<file path="config.mk">
export PLATFORM = sky130hd
export DESIGN_NAME = msr_tracker
export DESIGN_NICKNAME = d
export VERILOG_FILES = /design/src/rtl/msr_pkg.sv /design/src/rtl/msr_line_sync.sv /design/src/rtl/msr_line_select.sv /design/src/rtl/msr_delta.sv /design/src/rtl/msr_tracker.sv
export SDC_FILE = /design/constraint.sdc
export NUM_CORES = 1
export LEC_CHECK = 0
export BUFFER_PORTS_ARGS = -buffer_cell sky130_fd_sc_hd__buf_4
export CORE_ASPECT_RATIO = 1.1
export CORE_MARGIN = 1
export CORE_UTILIZATION = 47
export DETAILED_ROUTE_END_ITERATION = 10
export GPL_TIMING_DRIVEN = 0
export PLACE_DENSITY = 0.76
export SETUP_SLACK_MARGIN = 0.5
export SLEW_MARGIN = 20
export SYNTH_ARGS = -nofsm -noshare
export SYNTH_HDL_FRONTEND = slang
export SYNTH_SLANG_ARGS = --single-unit
export TNS_END_PERCENT = 30
</file>
<file path="constraint.sdc">
create_clock -name clk -period 1.8 [get_ports clk]
set_input_delay 0.18 -clock clk [delete_from_list [all_inputs] [get_ports clk]]
set_output_delay 0.18 -clock clk [all_outputs]
set_load 0.02 [all_outputs]
</file>
<file path="src/rtl/msr_pkg.sv">
package msr_pkg;
    localparam int LINES   = 4;
    localparam int REG_W   = 8;
    localparam int LOOP_B  = 4;   // modem control loopback enable
    localparam int RTS_B   = 1;   // modem control request-to-send
    // line vector index: 0=cts, 1=dsr, 2=ring, 3=carrier
    localparam int RING_I  = 2;

    typedef struct packed {
        logic [REG_W-1:0] stat;
        logic [REG_W-1:0] mctl;
        logic             pend;
        logic             rts_pls;
    } msr_state_t;
endpackage

</file>
<file path="src/rtl/msr_line_sync.sv">
module msr_line_sync #(
    parameter int W      = 4,
    parameter int STAGES = 2
) (
    input  logic         clk,
    input  logic         rst_n,
    input  logic [W-1:0] async_in,
    output logic [W-1:0] sync_out
);
    logic [W-1:0] chain_q [STAGES];

    always_ff @(posedge clk or negedge rst_n) begin
        if (!rst_n) begin
            for (int i = 0; i < STAGES; i++) chain_q[i] <= '0;
        end else begin
            chain_q[0] <= async_in;
            for (int i = 1; i < STAGES; i++) chain_q[i] <= chain_q[i-1];
        end
    end

    assign sync_out = chain_q[STAGES-1];
endmodule

</file>
<file path="src/rtl/msr_line_select.sv">
module msr_line_select (
    input  logic       loop_en,
    input  logic [3:0] mctl_lo,
    input  logic [3:0] ext_lines,
    output logic [3:0] lines
);
    logic [3:0] looped;

    // carrier <- out2, ring <- out1, dsr <- dtr, cts <- rts
    assign looped = {mctl_lo[3], mctl_lo[2], mctl_lo[0], mctl_lo[1]};
    assign lines  = loop_en ? looped : ext_lines;
endmodule

</file>
<file path="src/rtl/msr_delta.sv">
module msr_delta #(
    parameter int W      = 4,
    parameter int FALL_I = 2
) (
    input  logic [W-1:0] old_lines,
    input  logic [W-1:0] new_lines,
    output logic [W-1:0] flags
);
    for (genvar g = 0; g < W; g++) begin : g_bit
        if (g == FALL_I) begin : g_fall
            assign flags[g] = old_lines[g] & ~new_lines[g];
        end else begin : g_any
            assign flags[g] = old_lines[g] ^ new_lines[g];
        end
    end
endmodule

</file>
<file path="src/rtl/msr_tracker.sv">
module msr_tracker
    import msr_pkg::*;
#(
    parameter int SYNC_STAGES = 2
) (
    input  logic       clk,
    input  logic       rst_n,
    input  logic       mctl_wr,
    input  logic [7:0] mctl_wdata,
    input  logic       stat_wr,
    input  logic [7:0] stat_wdata,
    input  logic       stat_rd,
    output logic [7:0] stat_rdata,
    input  logic [3:0] line_in,
    output logic       msi_req,
    output logic       rts_pulse
);
    localparam int FLAG_LO = 0;
    localparam int LINE_LO = LINES;

    msr_state_t       st_q, st_d;
    logic [REG_W-1:0] mctl_nx;
    logic [LINES-1:0] ext_sync;
    logic [LINES-1:0] lines_nx;
    logic [LINES-1:0] delta;

    assign mctl_nx = mctl_wr ? mctl_wdata : st_q.mctl;

    msr_line_sync #(.W(LINES), .STAGES(SYNC_STAGES)) u_sync (
        .clk      (clk),
        .rst_n    (rst_n),
        .async_in (line_in),
        .sync_out (ext_sync)
    );

    msr_line_select u_sel (
        .loop_en   (mctl_nx[LOOP_B]),
        .mctl_lo   (mctl_nx[3:0]),
        .ext_lines (ext_sync),
        .lines     (lines_nx)
    );

    msr_delta #(.W(LINES), .FALL_I(RING_I)) u_delta (
        .old_lines (st_q.stat[LINE_LO +: LINES]),
        .new_lines (lines_nx),
        .flags     (delta)
    );

    always_comb begin
        logic [LINES-1:0] kept;
        st_d         = st_q;
        st_d.mctl    = mctl_nx;
        st_d.rts_pls = mctl_wr & mctl_wdata[RTS_B] & ~st_q.mctl[RTS_B];
        kept         = stat_rd ? '0 : st_q.stat[FLAG_LO +: LINES];
        if (stat_wr) begin
            st_d.stat = stat_wdata;
            st_d.pend = |stat_wdata[FLAG_LO +: LINES];
        end else begin
            st_d.stat[LINE_LO +: LINES] = lines_nx;
            st_d.stat[FLAG_LO +: LINES] = kept | delta;
            st_d.pend = (st_q.pend & ~stat_rd) | (|delta);
        end
    end

    always_ff @(posedge clk or negedge rst_n) begin
        if (!rst_n) st_q <= '0;
        else        st_q <= st_d;
    end

    assign stat_rdata = st_q.stat;
    assign msi_req    = st_q.pend;
    assign rts_pulse  = st_q.rts_pls;
endmodule

</file>
# ---- Word level (Yosys, flattened, before mapping)
# Index checks and enable logic that the tools add are counted.
dict set report word_totals {
  reg_bits 23
  latchBits 0
  ramBits 0
  romBits 0
  inputBits 25
  output_inout_bits 10
  elab_cells 25
  n_memories 0
}
dict set report op_classes {
  addsub 0
  n_mul 0
  div_mod_pow 0
  n_lt_le_gt_ge 0
  n_eq_ne 0
  shifts 0
  mux 5
  n_bitwise 12
  n_reduce_logical 2
}
# operator n
set ops {}
lappend ops {{4-bit 2-to-1 mux} 2}
lappend ops {{8-bit 2-to-1 mux} 1}
lappend ops {{4-bit OR reduction} 2}
lappend ops {{5-bit 2-to-1 mux} 1}
lappend ops {{1-bit AND} 4}
lappend ops {{4-bit bitwise OR} 1}
lappend ops {{1-bit NOT} 3}
lappend ops {{1-bit XOR} 3}
lappend ops {{1-bit 2-to-1 mux} 1}
lappend ops {{1-bit bitwise OR} 1}

# ---- Logic depth before layout (Yosys ltp)
# Gate-level depths: netlist of the first run.
dict set report depth {
  ltp_word 7
  ltp_mapped 6
  mapped_depth_nobuf 5
}

# ---- Modules after synthesis
# A second synthesis of the first run with hierarchy kept.
dict set report hier_totals {
  hier_cells 71
  hier_area_um2 945.9
}
# mod n_inst cells_each area_per_inst_um2 seq_area_each_um2
set by_module_without_submodules {}
lappend by_module_without_submodules {msr_tracker 1 51 638.1 375.4}
lappend by_module_without_submodules {msr_line_sync 1 12 230.2 200.2}
lappend by_module_without_submodules {msr_line_select 1 4 45.0 0.0}
lappend by_module_without_submodules {msr_delta 1 4 32.5 0.0}

# ---- Least setup slack after synthesis of the first run
# No wires, ideal clock.
dict set report synth_timing {
  path_kind {reg2reg}
  from {register st_q[6] (netlist bit)}
  to {register st_q (netlist bit msi_req)}
  setup_time_ns 0.138
  arrival_time_ns 1.449
  required_time_ns 1.662
  setup_slack_ns 0.213
  stages_incl_launch_ff 6
  path_buffers 0
  period_less_slack_ns 1.587
  path_cell_list {dfrtp_1 and2b_1 a221oi_2 xnor2_1 a2111oi_1 a31oi_1}
}
# element line_no
set synth_rtl {}
lappend synth_rtl {{start: declaration} msr_tracker.sv:21} ;# msr_state_t st_q, st_d;
lappend synth_rtl {{start signal: assignment} msr_tracker.sv:67} ;# else st_q <= st_d;

==> flow_metrics.env, run 1 <==
export IMPL_muxShareOfSynthArea=0.08712
export IMPL_drtIter0Drc=2
export IMPL_synth_fa_ha_area_frac=0
export IMPL_clock_path_buffers=2
export IMPL_pwr_share_comb=0.251
export IMPL_clockRootBuffer="clkbuf_4"
export IMPL_drc=0
export IMPL_postSynthAreaPerCell_um2=12.08
export IMPL_synth_simple_gate_area_frac=0.08838
export IMPL_via_per_inst=4.901
export IMPL_cell_internal_pwr_mw=0.7987
export IMPL_hold_start="stat_wdata[6]"
export IMPL_diodes=0
export IMPL_p_switching_mw=0.2951
export IMPL_drt_pass1_iter_count=3
export IMPL_rrSetupSlack_ns=0.22
export IMPL_synth_compound_area_frac=0.1326
export IMPL_cpPeakStageDelay_ns=0.47
export IMPL_synth_warnings=0
export IMPL_syn_nets=107
export IMPL_finClkSkew_ns=0.001080
export IMPL_cp_start_kind="register"
export IMPL_grt_pass1_wl_mm=3.070
export IMPL_grt_pass1_vias=746
export IMPL_drv_cap=0
export IMPL_hold_class="in -> reg"
export IMPL_finalWirelength_mm=1.798
export IMPL_fin_ws_ns=0.2195
export IMPL_place_inst=141
export IMPL_ant_nets=0
export IMPL_crit_path_top_delay_cell="dfrtp_2"
export IMPL_synth_xor_area_frac=0.02652
export IMPL_path_class="reg -> reg"
export IMPL_vias=740
export IMPL_rsz0062_at_grt="yes"
export IMPL_antenna_found_initial=0
export IMPL_grt_max_degree=24
export IMPL_grt_overflow=0
export IMPL_synthFlopType="dfrtp_1"
export IMPL_critPathRequiredTime_ns=1.99
export IMPL_area_growth_pct=39.77
export IMPL_port_buffers=31
export IMPL_fin_tns_setup_ns=0
export IMPL_rr_worst_depth=5
export IMPL_grt_total_usage=0.1856
export IMPL_post_route_util=0.6927
export IMPL_die_area_um2=2296
export IMPL_netlist_area_leader_share=0.5808
export IMPL_max_freq_ghz=0.6327
export IMPL_slew_violations=0
export IMPL_crit_chain="and2b_1 > a221oi_4 > xnor2_2 > a2111oi_2 > a31oi_1"
export IMPL_rows=17
export IMPL_sw_frac_of_total=0.2698
export IMPL_worstHoldEndpoint="stat_rdata[6]"
export IMPL_numCtsBuffers=3
export IMPL_synth_top_cell_by_area="dfrtp_1"
export IMPL_min_period_ns=1.581
export IMPL_ys_seq_elements=23
export IMPL_ioPinCount=35
export IMPL_syn_area_um2=991.0
export IMPL_cellLeakagePower_nw=0.6555
export IMPL_drive_gt1_frac=0.4472
export IMPL_routabilityCongestion=0.7652
export IMPL_async_flop_share=1.000
export IMPL_fin_crit_sh=0.8781
export IMPL_total_power_mw=1.094
export IMPL_clkPwrFrac=0.211
export IMPL_start_util=0.4956
export IMPL_worstSetupEndpointType="register"
export IMPL_setup_viol=0
export IMPL_synth_edf_count=0
export IMPL_cts_tree="yes"
export IMPL_arrival_ns=1.77
export IMPL_hold_violations=0
export IMPL_seqPwrFrac=0.538
export IMPL_min_path_cells=3
export IMPL_die_h_um=50.16
export IMPL_peakVddDrop_mv=0.4523
export IMPL_cts_clk_slew_worst_paths_ns=0.12
export IMPL_r2r_start="st_q[6]"
export IMPL_pre_cts_ws_ns=0.1055
export IMPL_cp_max_fo=5
export IMPL_power_per_cell_area_nw_per_um2=789.7
export IMPL_nNetsFinal=149
export IMPL_clock_sink_count=23
export IMPL_wl_per_cell_um=11.91
export IMPL_run_status="finished clean"
export IMPL_fin_cells=151
export IMPL_worstMarginPinSlew_ns=0.3950
export IMPL_die_w_um=45.78
export IMPL_syn_inst=82
export IMPL_synth_area_leaders="dfrtp_1 (58%), buf_4 (6.1%), mux2_2 (4.5%), mux2i_1 (3.0%), a221oi_2 (3.0%)"
export IMPL_timing_slew_headroom=0.7366
export IMPL_cts_htree_levels=1
export IMPL_worstSkewPairLatency_ns=0.30
export IMPL_yosysSeqAreaShare=0.5808
export IMPL_place_hpwl_mm=1.321
export IMPL_r2r_end="msi_req"
export IMPL_synth_cell_type_count=26
export IMPL_fp_coreArea_um2=1999
export IMPL_synth_top_family_by_area="compound AO/OA/AOI/OAI gates"
## flip-flops by register name, indices dropped and copies added (netlist names)
signal           count
st_q                 5
u_sync.chain_q       4
stat_rdata           8
msi_req              1
rts_pulse            1
u_sync.sync_out      4
## power by group through the flow
stage                     Clock [mW]  Combinational, mW  Sequential, mW
final                          0.231              0.274           0.588
after global routing           0.267              0.299           0.594
after CTS                      0.247              0.268           0.586
after detailed placement           0              0.249           0.595
after global placement             0              0.243           0.593
after floorplan                    0              0.143           0.593
## per-stage QoR
stage / area (µm²) / hold WS (ns)
floorplan: 994.7 / -0.1156
global placement: 1262 / 0.08328
detailed placement: 1262 / 0.08943
CTS: 1361 / 0.07287
global route: 1385 / 0.07456
finish: 1385 / 0.08785
## layout by cell type (no fill, tap or decap), drive strengths merged, types with 4 or more instances in the layout
master	n
a21oi	5
buf	41
clkbuf	5
dfrtp	23
dlygate4sd3	5
inv	4
mux2	5
nand2	6
o21ai	4
## synthesized netlist by cell type, types with 2 or more instances
master	count
inv_1	4
buf_4	8
and2b_1	2
a221oi_2	2
o21ai_0	3
nand2_1	6
mux2i_1	3
xnor2_1	3
a211oi_1	2
and3_1	2
dfrtp_1	23
mux2_2	4
a21oi_1	5
nor2b_1	3
## critical path: cells and delay by family, from the launching register on
family	cells	cell delay (ns)
xor+xnor	1	0.12
compound gates	3	0.68
simple gates	1	0.20
flops	1	0.47
## layer usage
| layer | up-vias | wire length, µm | global-route usage | share of wire |
|---|---|---|---|---|
| met5 | - | 0 | 0 | 0 |
| met4 | 0 | 28 | 0.07353 | 0.016 |
| li1 | 356 | - | - | - |
| met3 | 4 | 85 | 0.02158 | 0.047 |
| met2 | 27 | 933 | 0.3167 | 0.52 |
| met1 | 353 | 751 | 0.2341 | 0.42 |
## cell families after synthesis
logic type	Yosys count
xor+xnor	3
compound gates	18
mux	8
simple gates	16
buf+inv	14
flops	23
## how the worst max path moves through the flow
stage	from	end	slack [ns]	cells past startpoint
finish	st_q[6]	msi_req	0.22	5
global route	st_q[6]	msi_req	0.13	5
CTS	st_q[3]	msi_req	0.23	5
detailed placement	st_q[6]	msi_req	0.11	5
global placement	st_q[6]	msi_req	0.12	5
floorplan	st_q[6]	msi_req	0.31	5
## final cells by class
| class | count | area [µm²] |
|---|---|---|
| inverter | 4 | 15.01 |
| clock buffer | 4 | 26.28 |
| sequential | 23 | 576.8 |
| fill | 157 | 614.3 |
| multi-input combinational | 45 | 372.9 |
| tap | 28 | 35.03 |
| timing repair buffer | 37 | 290.3 |
| buffer | 10 | 68.82 |
## what timing repair did
action                     4_1_cts  5_1_grt
hold buffers                     5        0
setup buffers                    1        0
hold endpoints to repair        27        0
pin swaps                        0        1
setup endpoints to repair        5        7
gates resized for setup          3        3
No activity file was read; power rests on OpenSTA's default activity.
==> inputs of run 2 (changes only) <==
--- a/config.mk
+++ b/config.mk
@@ -6,7 +6,6 @@
 export NUM_CORES = 1
 export LEC_CHECK = 0
 export BUFFER_PORTS_ARGS = -buffer_cell sky130_fd_sc_hd__buf_4
-export CORE_ASPECT_RATIO = 1.1
 export CORE_MARGIN = 1
 export CORE_UTILIZATION = 47
 export DETAILED_ROUTE_END_ITERATION = 10
==> flow_metrics.env, run 2 (synthesis gave the netlist of run 1 again) <==
export IMPL_cpPeakStageDelay_ns=0.46
export IMPL_rows=16
export IMPL_largest_register_ffs=8
export IMPL_crit_chain="and2b_1 > a221oi_4 > xnor2_2 > a2111oi_2 > a31oi_1"
export IMPL_wl_per_cell_um=11.53
export IMPL_critPathRequiredTime_ns=1.99
export IMPL_run_status="finished clean"
export IMPL_cp_max_fo=4
export IMPL_min_period_ns=1.575
export IMPL_finClkSkew_ns=0.001457
export IMPL_layout_commonest_cell="buf_4"
export IMPL_die_area_um2=2296
export IMPL_drv_cap=0
export IMPL_drive_gt1_frac=0.4390
export IMPL_drtIter0Drc=6
export IMPL_clock_path_buffers=2
export IMPL_r2r_end="msi_req"
export IMPL_grt_pass1_wl_mm=2.580
export IMPL_via_per_inst=4.787
export IMPL_rr_worst_depth=5
export IMPL_critical_path_top_delay_family="compound AO/OA/AOI/OAI gates"
export IMPL_gr_max_usage_layer="met2"
export IMPL_antenna_found_initial=0
export IMPL_area_growth_pct=39.14
export IMPL_use_met1=0.2146
export IMPL_vias=718
export IMPL_worstHoldEndpoint="stat_rdata[5]"
export IMPL_start_util=0.5051
export IMPL_peakVddDrop_mv=0.4913
export IMPL_grt_pass1_vias=622
export IMPL_worstSetupEndpointType="register"
export IMPL_die_w_um=47.92
export IMPL_fin_crit_sh=0.8753
export IMPL_timing_slew_headroom=0.7353
export IMPL_hold_class="in -> reg"
export IMPL_min_path_cells=3
export IMPL_fin_tns_setup_ns=0
export IMPL_numCtsBuffers=3
export IMPL_r2r_start="st_q[6]"
export IMPL_use_met3=0.04528
export IMPL_ant_nets=0
export IMPL_clockRootBuffer="clkbuf_4"
export IMPL_setup_viol=0
export IMPL_cts_htree_levels=1
export IMPL_ioPinCount=35
export IMPL_grt_overflow=0
export IMPL_crit_path_top_delay_cell="dfrtp_2"
export IMPL_hold_start="stat_wdata[5]"
export IMPL_rsz0062_at_grt="yes"
export IMPL_die_h_um=47.92
export IMPL_post_route_util=0.7028
export IMPL_multi_input_area_um2=367.9
export IMPL_grt_max_degree=24
export IMPL_cts_clk_slew_worst_paths_ns=0.11
export IMPL_slew_violations=0
export IMPL_drt_pass1_iter_count=4
export IMPL_clock_sink_count=23
export IMPL_met2_usage=0.2676
export IMPL_path_class="reg -> reg"
export IMPL_cts_tree="yes"
export IMPL_hold_violations=0
export IMPL_cellLeakagePower_nw=0.6546
export IMPL_regArea_um2=576.8
export IMPL_arrival_ns=1.77
export IMPL_fp_coreArea_um2=1962
export IMPL_grt_total_usage=0.1715
export IMPL_power_per_cell_area_nw_per_um2=789.8
export IMPL_worstMarginPinSlew_ns=0.3971
export IMPL_nNetsFinal=149
export IMPL_final_cell_mix="buf_4 (40), dfrtp_1 (22), nand2_1 (6)"
export IMPL_routabilityCongestion=0.7727
export IMPL_fillCellCount=163
export IMPL_rrSetupSlack_ns=0.22
export IMPL_diodes=0
export IMPL_finalWirelength_mm=1.729
export IMPL_cp_start_kind="register"
export IMPL_worstSkewPairLatency_ns=0.31
export IMPL_max_freq_ghz=0.6347
export IMPL_path_buf_inv=0
export IMPL_port_buffers=31
export IMPL_place_hpwl_mm=1.264
export IMPL_drc=0
[run 2: cell counts in the layout (fill, tap and decap cells not counted)]
Identical to the previous run, type by type.
[run 2: cell type report]
| cell class | instances | area share |
|---|---|---|
| sequential | 23 | 0.4183 |
| multi-input combinational | 45 | 0.2668 |
| timing repair buffer | 37 | 0.2105 |
| buffer | 10 | 0.04991 |
| tap | 27 | 0.02450 |
| clock buffer | 4 | 0.01906 |
| inverter | 4 | 0.01089 |
[run 2: report_power, final]
part	internal [mW]	total [mW]	switching (mW)
combinational	0.152	0.272	0.120
sequential	0.560	0.587	0.0274
clock	0.0867	0.230	0.144
[run 2: per-stage QoR]
| stage | total power, mW | setup slack (ns) | hold WS [ns] | cell area [µm²] | cells |
|---|---|---|---|---|---|
| floorplan | 0.7362 | 0.3073 | -0.1156 | 994.7 | 82 |
| global placement | 0.8358 | 0.1215 | 0.08485 | 1261 | 140 |
| detailed placement | 0.8412 | 0.1223 | 0.08478 | 1261 | 140 |
| CTS | 1.093 | 0.1989 | 0.06015 | 1351 | 150 |
| global route | 1.156 | 0.1165 | 0.06147 | 1379 | 150 |
| finish | 1.089 | 0.2245 | 0.06963 | 1379 | 150 |
[run 2: routing by layer]
layer  vias up  part of all wire
met5         -                 0
met3         3             0.059
met4         0             0.017
li1        360                 -
met2        27              0.49
met1       328              0.43
[run 2: worst max-delay path by stage]
stage                     startpoint      end  slack [ns]  cells past startpoint
after global routing         st_q[6]  msi_req        0.12                      5
after floorplan              st_q[6]  msi_req        0.31                      5
final                        st_q[6]  msi_req        0.22                      5
after global placement       st_q[6]  msi_req        0.12                      5
after detailed placement     st_q[6]  msi_req        0.12                      5
after CTS                    st_q[6]  msi_req        0.20                      5
[run 2: repair_timing]
item                                   4_1_cts  5_1_grt
setup buffers                                1        0
pin swaps                                    1        1
hold buffers                                 5        0
setup endpoints to repair                    4        7
resized for setup                            2        3
endpoints found under the hold margin       27        0
[run 2: worst min-delay path: stages]
cell and delay, ns:
buf_4 0.07, nand2_1 0.04, o21ai_0 0.06
